<file path="config.mk">
export PLATFORM = sky130hd
export DESIGN_NAME = fx_status_reg
export DESIGN_NICKNAME = d
export VERILOG_FILES = /design/src/rtl/fx_status_pkg.sv /design/src/rtl/fx_status_ctrl.sv /design/src/rtl/fx_status_dp.sv /design/src/rtl/fx_status_reg.sv
export SDC_FILE = /design/constraint.sdc
export NUM_CORES = 1
export LEC_CHECK = 0
export ABC_AREA = 1
export BUFFER_PORTS_ARGS = -buffer_cell sky130_fd_sc_hd__buf_2
export CAP_MARGIN = 15
export CORE_ASPECT_RATIO = 0.7
export CORE_MARGIN = 2
export CORE_UTILIZATION = 29
export DETAILED_ROUTE_END_ITERATION = 8
export GPL_TIMING_DRIVEN = 0
export PLACE_DENSITY = 0.85
export SLEW_MARGIN = 5
export SYNTH_ARGS = -nofsm -noshare
export SYNTH_HDL_FRONTEND = slang
export SYNTH_SLANG_ARGS = --single-unit
</file>
<file path="constraint.sdc">
create_clock -name clk -period 0.8 [get_ports clk]
set_input_delay 0.04 -clock clk [delete_from_list [all_inputs] [get_ports clk]]
set_output_delay 0.04 -clock clk [all_outputs]
set_load 0.1 [all_outputs]
</file>
<file path="src/rtl/fx_status_pkg.sv">
package fx_status_pkg;

  localparam int unsigned WORD_W  = 32;
  localparam int unsigned COUNT_W = 7;
  localparam int unsigned FLAG_N  = 3;
  localparam int unsigned CR_W    = 4;

  // One-cycle strobes issued by the control module to the datapath.
  typedef struct packed {
    logic loadAll;   // move-to write
    logic clrFlags;  // copy to condition field, then clear
    logic updOv;     // overflow-recording update
    logic updCa;     // carry update
  } ctrl_t;

endpackage

</file>
<file path="src/rtl/fx_status_ctrl.sv">
module fx_status_ctrl
  import fx_status_pkg::*;
(
  input  logic  wrEn,
  input  logic  crCopyReq,
  input  logic  ovUpd,
  input  logic  caUpd,
  output ctrl_t strobes
);

  // Priority: write, then copy-and-clear, then arithmetic updates.
  logic wrWins;
  logic copyWins;

  always_comb begin
    wrWins   = wrEn;
    copyWins = crCopyReq && !wrWins;

    strobes.loadAll  = wrWins;
    strobes.clrFlags = copyWins;
    strobes.updOv    = ovUpd && !wrWins && !copyWins;
    strobes.updCa    = caUpd && !wrWins && !copyWins;
  end

endmodule

</file>
<file path="src/rtl/fx_status_dp.sv">
module fx_status_dp
  import fx_status_pkg::*;
#(
  parameter int unsigned WIDTH = WORD_W,
  parameter int unsigned BC_W  = COUNT_W
) (
  input  logic             clk,
  input  logic             rst,
  input  ctrl_t            strobes,
  input  logic [FLAG_N-1:0] wrFlags,
  input  logic [BC_W-1:0]  wrCount,
  input  logic             ovResult,
  input  logic             caResult,
  input  logic             copyReq,
  output logic [CR_W-1:0]  crField,
  output logic [WIDTH-1:0] word,
  output logic             carryQ,
  output logic [BC_W-1:0]  countQ
);

  localparam int unsigned SO_POS = WIDTH - 1;
  localparam int unsigned OV_POS = WIDTH - 2;
  localparam int unsigned CA_POS = WIDTH - 3;

  logic soQ, ovQ, caQ;
  logic soD, ovD, caD;
  logic [BC_W-1:0] bcQ, bcD;

  always_comb begin
    soD = soQ;
    ovD = ovQ;
    caD = caQ;
    bcD = bcQ;
    if (strobes.loadAll) begin
      soD = wrFlags[2];
      ovD = wrFlags[1];
      caD = wrFlags[0];
      bcD = wrCount;
    end else if (strobes.clrFlags) begin
      soD = 1'b0;
      ovD = 1'b0;
      caD = 1'b0;
    end else begin
      if (strobes.updOv) begin
        ovD = ovResult;
        soD = soQ | ovResult;
      end
      if (strobes.updCa) begin
        caD = caResult;
      end
    end
  end

  always_ff @(posedge clk) begin
    if (rst) begin
      soQ <= 1'b0;
      ovQ <= 1'b0;
      caQ <= 1'b0;
      bcQ <= '0;
    end else begin
      soQ <= soD;
      ovQ <= ovD;
      caQ <= caD;
      bcQ <= bcD;
    end
  end

  // Pack the word; every bit not listed below is a reserved zero.
  generate
    for (genvar b = 0; b < WIDTH; b++) begin : g_pack
      if (b == SO_POS) begin : g_so
        assign word[b] = soQ;
      end else if (b == OV_POS) begin : g_ov
        assign word[b] = ovQ;
      end else if (b == CA_POS) begin : g_ca
        assign word[b] = caQ;
      end else if (b < BC_W) begin : g_bc
        assign word[b] = bcQ[b];
      end else begin : g_res
        assign word[b] = 1'b0;
      end
    end
  endgenerate

  assign crField = copyReq ? {soQ, ovQ, caQ, 1'b0} : '0;
  assign carryQ  = caQ;
  assign countQ  = bcQ;

endmodule

</file>
<file path="src/rtl/fx_status_reg.sv">
module fx_status_reg
  import fx_status_pkg::*;
#(
  parameter int unsigned WIDTH = WORD_W,
  parameter int unsigned BC_W  = COUNT_W
) (
  input  logic             clk,
  input  logic             rst,
  input  logic             wrEn,
  input  logic [WIDTH-1:0] wrData,
  input  logic             crCopyReq,
  input  logic             ovUpd,
  input  logic             ovResult,
  input  logic             caUpd,
  input  logic             caResult,
  output logic [CR_W-1:0]  crField,
  output logic [WIDTH-1:0] rdData,
  output logic             carryIn,
  output logic [BC_W-1:0]  byteCount
);

  ctrl_t strobes;
  logic  unusedReserved;

  assign unusedReserved = ^wrData[WIDTH-FLAG_N-1:BC_W];

  fx_status_ctrl u_ctrl (
    .wrEn      (wrEn),
    .crCopyReq (crCopyReq),
    .ovUpd     (ovUpd),
    .caUpd     (caUpd),
    .strobes   (strobes)
  );

  fx_status_dp #(.WIDTH(WIDTH), .BC_W(BC_W)) u_dp (
    .clk      (clk),
    .rst      (rst),
    .strobes  (strobes),
    .wrFlags  (wrData[WIDTH-1:WIDTH-FLAG_N]),
    .wrCount  (wrData[BC_W-1:0]),
    .ovResult (ovResult),
    .caResult (caResult),
    .copyReq  (crCopyReq),
    .crField  (crField),
    .word     (rdData),
    .carryQ   (carryIn),
    .countQ   (byteCount)
  );

endmodule

</file>
==> impl_metrics.json, run 1 <==
{
  "routabilityCongestion": 0.617,
  "hp-class": "primary input to flip-flop",
  "crit_path_max_fanout": 4,
  "cts_max_level": 1,
  "crit_type": "flip-flop to primary output",
  "die_h_microns": 44.7,
  "ant_nets": 0,
  "ys_types": 14,
  "stdcell_area_sq_um": 1520,
  "skew_ps": 0,
  "final-setup-viol-count": 21,
  "placed_area_sq_um": 1140,
  "dp_slack_ps": -138,
  "clock-sinks": 10,
  "path_clk_slew_ps": 70,
  "drt_iter0_drc": 17,
  "min_period_ps": 989,
  "routed_wl_microns": 1950,
  "slew_viol_final": 0,
  "yosysSeqAreaShare": 0.292,
  "slowest_stage": "dfxtp_4",
  "num_io_pins": 84,
  "power_mw": 2.57,
  "postSynthAreaPerCell_sq_um": 7.14,
  "cp_cell_sequence": "nand2_4 > clkinvlp_4 > buf_12",
  "hold_slack_ps": 15.8,
  "cts-root-buf": "clkbuf_4",
  "grt_pass1_wl_microns": 3170,
  "final_core_util": 0.694,
  "maxCapViolCount": 0,
  "grt_overflow": 0,
  "crit_arrival_ps": 950,
  "io_buffers": 38,
  "setup_slack_ps": -189,
  "ys_warn_count": 0,
  "fmax_mhz": 1010,
  "post-dp-hpwl_microns": 1400,
  "clock_path_buffers": 2,
  "status": "finished, violations left",
  "layout_commonest_cell": "buf_12",
  "p_leak_nw": 0.764,
  "post_cts_buffers": 0,
  "drive_gt1_frac": 0.585,
  "finalSetupTns_ps": -2540,
  "final_cells": 196,
  "die_area_sq_um": 2780,
  "cts_buffers": 3,
  "fin_crit_sh": 1.24,
  "worstSkewPairLatency_ps": 270,
  "finalHoldViolations": 0,
  "required_ps": 760,
  "ir_drop_mv": 0.978,
  "dp.cells": 188,
  "rows": 14,
  "tritoncts": "yes",
  "vias_per_cell": 3.72,
  "grt_antenna_before_repair": 0,
  "grt_max_degree": 11,
  "dr_total_vias": 729,
  "grt_util_all_layers": 0.149,
  "initial_core_util": 0.313,
  "slowest_delay_ps": 360,
  "postSynthCellCount": 96,
  "coreArea_sq_um": 2190,
  "violations": "negative setup slack",
  "wire_per_inst_microns": 9.94,
  "r2r_setup_slack_ps": 60,
  "netlist_area_sq_um": 686,
  "die_x_microns": 62.1,
  "final_cell_mix": "buf_12, buf_4, conb_1, nor2_1, buf_2",
  "num_antenna_cells": 0,
  "start_kind": "flip-flop",
  "powerDensity_nw_per_um2": 1690,
  "drc": 0,
  "fin_nets": 205,
  "grt_pass1_vias": 722,
  "area_growth_pct": 122,
  "grt_setup_unrepaired": "yes",
  "end_kind": "primary output",
  "dr.pass1.iters": 4,
  "ys_seq_elements": 10
}
==> registers in the layout (all words and copies together) (netlist names) <==
| register | cells |
|---|---|
| u_dp.ovQ | 1 |
| u_dp.carryQ | 1 |
| u_dp.soQ | 1 |
| u_dp.countQ | 7 |
==> final timing paths <==
kind | from | end | depth (start not counted)
worst min-delay path | wrData[0] | u_dp.countQ[0] | 3
worst min register to register | u_dp.soQ | u_dp.soQ | 2
worst max register to register | u_dp.carryQ | u_dp.carryQ | 2
worst max-delay path | u_dp.carryQ | crField[1] | 3
==> synthesized netlist by cell type <==
master / n / area share
a21oi_1: 2 / 0.015
a21oi_2: 1 / 0.013
buf_4: 33 / 0.36
buf_6: 1 / 0.016
conb_1: 1 / 0.0055
dfxtp_1: 10 / 0.29
inv_1: 7 / 0.038
inv_2: 1 / 0.0055
nand2_1: 10 / 0.055
nand2_2: 2 / 0.018
nor2_1: 18 / 0.099
nor2_4: 1 / 0.016
o21ai_0: 8 / 0.058
o21ai_1: 1 / 0.0073
==> critical path, delay by kind of cell (launching register included) <==
kind | cells | cell delay, ps
flops | 1 | 360
buf+inv | 2 | 260
simple gates | 1 | 60
==> kinds of logic after synthesis <==
| logic type | share of synthesized area |
|---|---|
| other cells | 0.00547 |
| simple gates | 0.188 |
| flops | 0.292 |
| buf+inv | 0.422 |
| compound gates | 0.0931 |
==> area by class of cell <==
type,count,area [sq um]
fillers,171,671
repair buffers,42,533
plain buffers,34,354
multi-input cells,66,292
flip-flops and latches,10,233
inverters,8,41.3
well taps,32,40.0
clock buffers,3,22.5
clock inverters,1,3.75
==> where the power goes <==
part	switching [mW]	internal [mW]
combinational	1.13	0.506
sequential	0.0571	0.529
clock	0.167	0.180
total	1.35	1.21
==> timing repair <==
action                                 in CTS  in global routing
endpoints found under the hold margin       4                  0
setup endpoints to repair                  21                 21
resized for setup                          84                  1
hold buffers                                4                  0
==> per-layer routing <==
metal,wire length [microns],vias to the layer above,track usage
met2,1040,44,0.307
met5,0,-,0
met1,712,309,0.145
li1,-,374,-
met4,16,0,0.0400
met3,175,2,0.0534
Power figures use the tool's default switching activity.
==> run 2, diff against run 1 <==
--- a/config.mk
+++ b/config.mk
@@ -8,7 +8,7 @@
 export ABC_AREA = 1
 export BUFFER_PORTS_ARGS = -buffer_cell sky130_fd_sc_hd__buf_2
 export CAP_MARGIN = 15
-export CORE_ASPECT_RATIO = 0.7
+export CORE_ASPECT_RATIO = 1.1
 export CORE_MARGIN = 2
 export CORE_UTILIZATION = 29
 export DETAILED_ROUTE_END_ITERATION = 8
==> impl_metrics.json, run 2 (synthesized netlist as in run 1, its figures left out) <==
{
  "status": "finished, violations left",
  "violations": "negative setup slack",
  "routabilityCongestion": 0.686,
  "vias_per_cell": 3.70,
  "post_cts_buffers": 0,
  "dr.pass1.iters": 4,
  "area_growth_pct": 121,
  "required_ps": 760,
  "drc": 0,
  "min_from": "wrData[3]",
  "finalSetupTns_ps": -2390,
  "crit_path_max_fanout": 4,
  "setup_slack_ps": -181,
  "crit_arrival_ps": 940,
  "fmax_mhz": 1020,
  "rr_startpoint": "u_dp.countQ[4]",
  "crit_type": "flip-flop to primary output",
  "fin_nets": 205,
  "ant_nets": 0,
  "final-setup-viol-count": 21,
  "final_cells": 194,
  "drive_gt1_frac": 0.585,
  "crit_path_end": "crField[1]",
  "drt_iter0_drc": 3,
  "clock-sinks": 10,
  "r2r_cells": 2,
  "largest_reg_flops": 7,
  "cts_buffers": 3,
  "maxCapViolCount": 0,
  "clock_path_buffers": 2,
  "rows": 18,
  "powerDensity_nw_per_um2": 1690,
  "start_kind": "flip-flop",
  "cts_max_level": 1,
  "min_period_ps": 981,
  "layout_commonest_cell": "buf_12",
  "stdcell_area_sq_um": 1520,
  "r2r_setup_slack_ps": 50,
  "end_kind": "primary output",
  "placed_area_sq_um": 1140,
  "nFillCells": 165,
  "fin_crit_sh": 1.23,
  "post-dp-hpwl_microns": 1330,
  "skew_ps": 0,
  "grt_util_all_layers": 0.140,
  "die_area_sq_um": 2770,
  "die_h_microns": 55.0,
  "grt_setup_unrepaired": "yes",
  "dp.cells": 186,
  "initial_core_util": 0.304,
  "coreArea_sq_um": 2250,
  "num_antenna_cells": 0,
  "die_x_microns": 50.4,
  "grt_max_degree": 11,
  "power_mw": 2.57,
  "wire_per_inst_microns": 9.36,
  "io_buffers": 38,
  "path_clk_slew_ps": 60,
  "routed_wl_microns": 1820,
  "grt_antenna_before_repair": 0,
  "p_leak_nw": 0.764,
  "slew_viol_final": 0,
  "final_cell_mix": "buf_12, buf_4, conb_1, nor2_1, buf_2",
  "num_io_pins": 84,
  "worstSkewPairLatency_ps": 260,
  "crit_start": "u_dp.carryQ",
  "cts-root-buf": "clkbuf_4",
  "tritoncts": "yes",
  "ir_drop_mv": 0.913,
  "grt_pass1_vias": 672,
  "grt_overflow": 0,
  "dr_total_vias": 718,
  "grt_pass1_wl_microns": 2800,
  "final_core_util": 0.673,
  "hp-class": "primary input to flip-flop",
  "worstReg2RegEnd": "u_dp.countQ[4]",
  "finalHoldViolations": 0
}
run 2: changes by cell type in the layout (fill, tap and decap cells not counted):
cell,change
clkinv_1,-1
clkbuf_1,+1
run 2: worst min path at each step:
stage,to,slack (ps),depth (start not counted)
after floorplan,u_dp.soQ,100,1
after global placement,u_dp.soQ,210,2
after detailed placement,u_dp.soQ,220,2
after CTS,u_dp.carryQ,3,3
after global routing,u_dp.countQ[2],10,3
final,u_dp.countQ[3],10,3
run 2: power breakdown:
part	leakage (nW)	internal, mW	switching [mW]
sequential	0.0885	0.529	0.0560
clock	0.0150	0.192	0.161
combinational	0.660	0.505	1.13
run 2: through the flow:
step           hold WS [ps]  setup WS [ps]
2_1_floorplan           102           -186
3_3_place_gp            214           -129
3_5_place_dp            219           -131
4_1_cts                3.38           -189
5_1_grt                12.8           -219
6_report               12.1           -181
run 2: area by class of cell:
class / count / area (sq um) / share of cell area
clock buffer: 4 / 26.3 / 0.0173
buffer: 34 / 354 / 0.233
multi-input combinational: 66 / 292 / 0.192
tap: 30 / 37.5 / 0.0248
timing repair buffer: 42 / 533 / 0.351
sequential: 10 / 233 / 0.153
inverter: 8 / 41.3 / 0.0272
run 2: worst max-delay path: stages (launching register included):
cell        delay (ps)
dfxtp_4            360
nand2_4             60
clkinvlp_4          90
buf_12             170
run 2: routing by layer:
| layer | track usage | part of all wire |
|---|---|---|
| met1 | 0.120 | 0.34 |
| met2 | 0.298 | 0.55 |
| met3 | 0.0403 | 0.11 |
| met4 | 0.0676 | 0 |
| met5 | 0 | 0 |
run 2: repair_timing:
item                                    CTS  global route
pin swaps                                 0             0
hold endpoints to repair                  4             0
endpoints found under the setup margin   21            21
gates resized for setup                  85             0
hold buffers                              4             0
==> run 3, diff against run 2 <==
--- a/config.mk
+++ b/config.mk
@@ -8,11 +8,12 @@
 export ABC_AREA = 1
 export BUFFER_PORTS_ARGS = -buffer_cell sky130_fd_sc_hd__buf_2
 export CAP_MARGIN = 15
-export CORE_ASPECT_RATIO = 1.1
+export CORE_ASPECT_RATIO = 0.9
 export CORE_MARGIN = 2
 export CORE_UTILIZATION = 29
 export DETAILED_ROUTE_END_ITERATION = 8
 export GPL_TIMING_DRIVEN = 0
+export HOLD_SLACK_MARGIN = 0.08
 export PLACE_DENSITY = 0.85
 export SLEW_MARGIN = 5
 export SYNTH_ARGS = -nofsm -noshare
==> impl_metrics.json, run 3 (synthesized netlist as in run 1, its figures left out) <==
{
  "status": "finished, violations left",
  "violations": "negative setup slack",
  "end_kind": "primary output",
  "post-dp-hpwl_microns": 1350,
  "rows": 16,
  "layout_commonest_cell": "buf_12",
  "worstReg2RegEnd": "u_dp.countQ[6]",
  "drive_gt1_frac": 0.576,
  "ir_drop_mv": 1.19,
  "finalHoldViolations": 0,
  "ant_nets": 0,
  "crit_type": "flip-flop to primary output",
  "r2r_setup_slack_ps": 100,
  "grt_setup_unrepaired": "yes",
  "start_kind": "flip-flop",
  "min_period_ps": 996,
  "initial_core_util": 0.311,
  "hp-class": "primary input to flip-flop",
  "grt_max_degree": 11,
  "powerDensity_nw_per_um2": 1680,
  "tritoncts": "yes",
  "holdPathStages": 5,
  "crit_path_max_fanout": 3,
  "vias_per_cell": 3.72,
  "worstSkewPairLatency_ps": 270,
  "num_antenna_cells": 0,
  "dp.cells": 183,
  "cts_max_level": 1,
  "area_growth_pct": 136,
  "placed_area_sq_um": 1130,
  "crit_arrival_ps": 960,
  "drc": 0,
  "holdPathEnd": "u_dp.ovQ",
  "stdcell_area_sq_um": 1620,
  "wire_per_inst_microns": 9.58,
  "min_from": "ovResult",
  "clock_path_buffers": 2,
  "die_area_sq_um": 2770,
  "grt_pass1_wl_microns": 2990,
  "path_clk_slew_ps": 70,
  "routabilityCongestion": 0.744,
  "largest_reg_flops": 7,
  "dp_slack_ps": -130,
  "coreArea_sq_um": 2200,
  "die_x_microns": 55.3,
  "final_core_util": 0.734,
  "grt_overflow": 0,
  "cts_buffers": 3,
  "fmax_mhz": 1000,
  "fin_nets": 213,
  "rr_startpoint": "u_dp.countQ[6]",
  "num_io_pins": 84,
  "power_mw": 2.72,
  "setup_slack_ps": -196,
  "grt_pass1_vias": 726,
  "skew_ps": 0,
  "final-setup-viol-count": 21,
  "routed_wl_microns": 1910,
  "dr.pass1.iters": 4,
  "fin_crit_sh": 1.25,
  "cts-root-buf": "clkbuf_4",
  "hold_slack_ps": 108,
  "finalSetupTns_ps": -2610,
  "drt_iter0_drc": 6,
  "required_ps": 760,
  "die_h_microns": 50.1,
  "clock-sinks": 10,
  "final_cells": 199,
  "slew_viol_final": 0,
  "io_buffers": 38,
  "maxCapViolCount": 0,
  "p_leak_nw": 0.808,
  "r2r_cells": 2,
  "dr_total_vias": 741,
  "final_cell_mix": "buf_12, buf_4, conb_1, nor2_1, buf_2",
  "grt_util_all_layers": 0.141,
  "grt_antenna_before_repair": 0
}
[run 3: cell types whose count changed in the layout (fill, tap and decap cells not counted), sizes merged]
cell	delta
buf	+1
dlygate4sd3	+7
[run 3: how the worst max path moves through the flow]
stage	cells past startpoint	slack [ps]	from	end
finish	3	-200	u_dp.ovQ	crField[2]
global route	3	-240	u_dp.carryQ	crField[1]
CTS	3	-200	u_dp.carryQ	crField[1]
detailed placement	3	-130	u_dp.ovQ	crField[2]
global placement	3	-120	u_dp.ovQ	crField[2]
floorplan	2	-190	u_dp.carryQ	crField[1]
[run 3: critical path, cell delays in order (launching register included)]
cell and delay, ps:
dfxtp_2 340, nand2_2 80, clkinvlp_4 100, buf_12 170
[run 3: timing repair]
item / CTS / global route
buffers inserted: 0 / 1
hold buffers: 11 / 0
setup endpoints to repair: 21 / 22
endpoints found under the hold margin: 10 / 0
gates resized for setup: 85 / 4
[run 3: layout make-up]
type	instances	area, sq um
clock buffer	4	36.3
timing repair buffer	50	623
inverter	8	41.3
fill	153	586
tap	27	33.8
multi-input combinational	66	295
buffer	34	354
sequential	10	233
[run 3: power by group]
part	total [mW]	switching, mW	internal, mW	leakage, nW
Sequential	0.584	0.0560	0.528	0.0885
Combinational	1.68	1.13	0.540	0.698
Clock	0.456	0.179	0.276	0.0210
[run 3: routing by layer]
| metal | part of all wire | GRT usage |
|---|---|---|
| met4 | 0.025 | 0.0854 |
| met3 | 0.091 | 0.0361 |
| met1 | 0.34 | 0.145 |
| met5 | 0 | 0 |
| met2 | 0.55 | 0.258 |
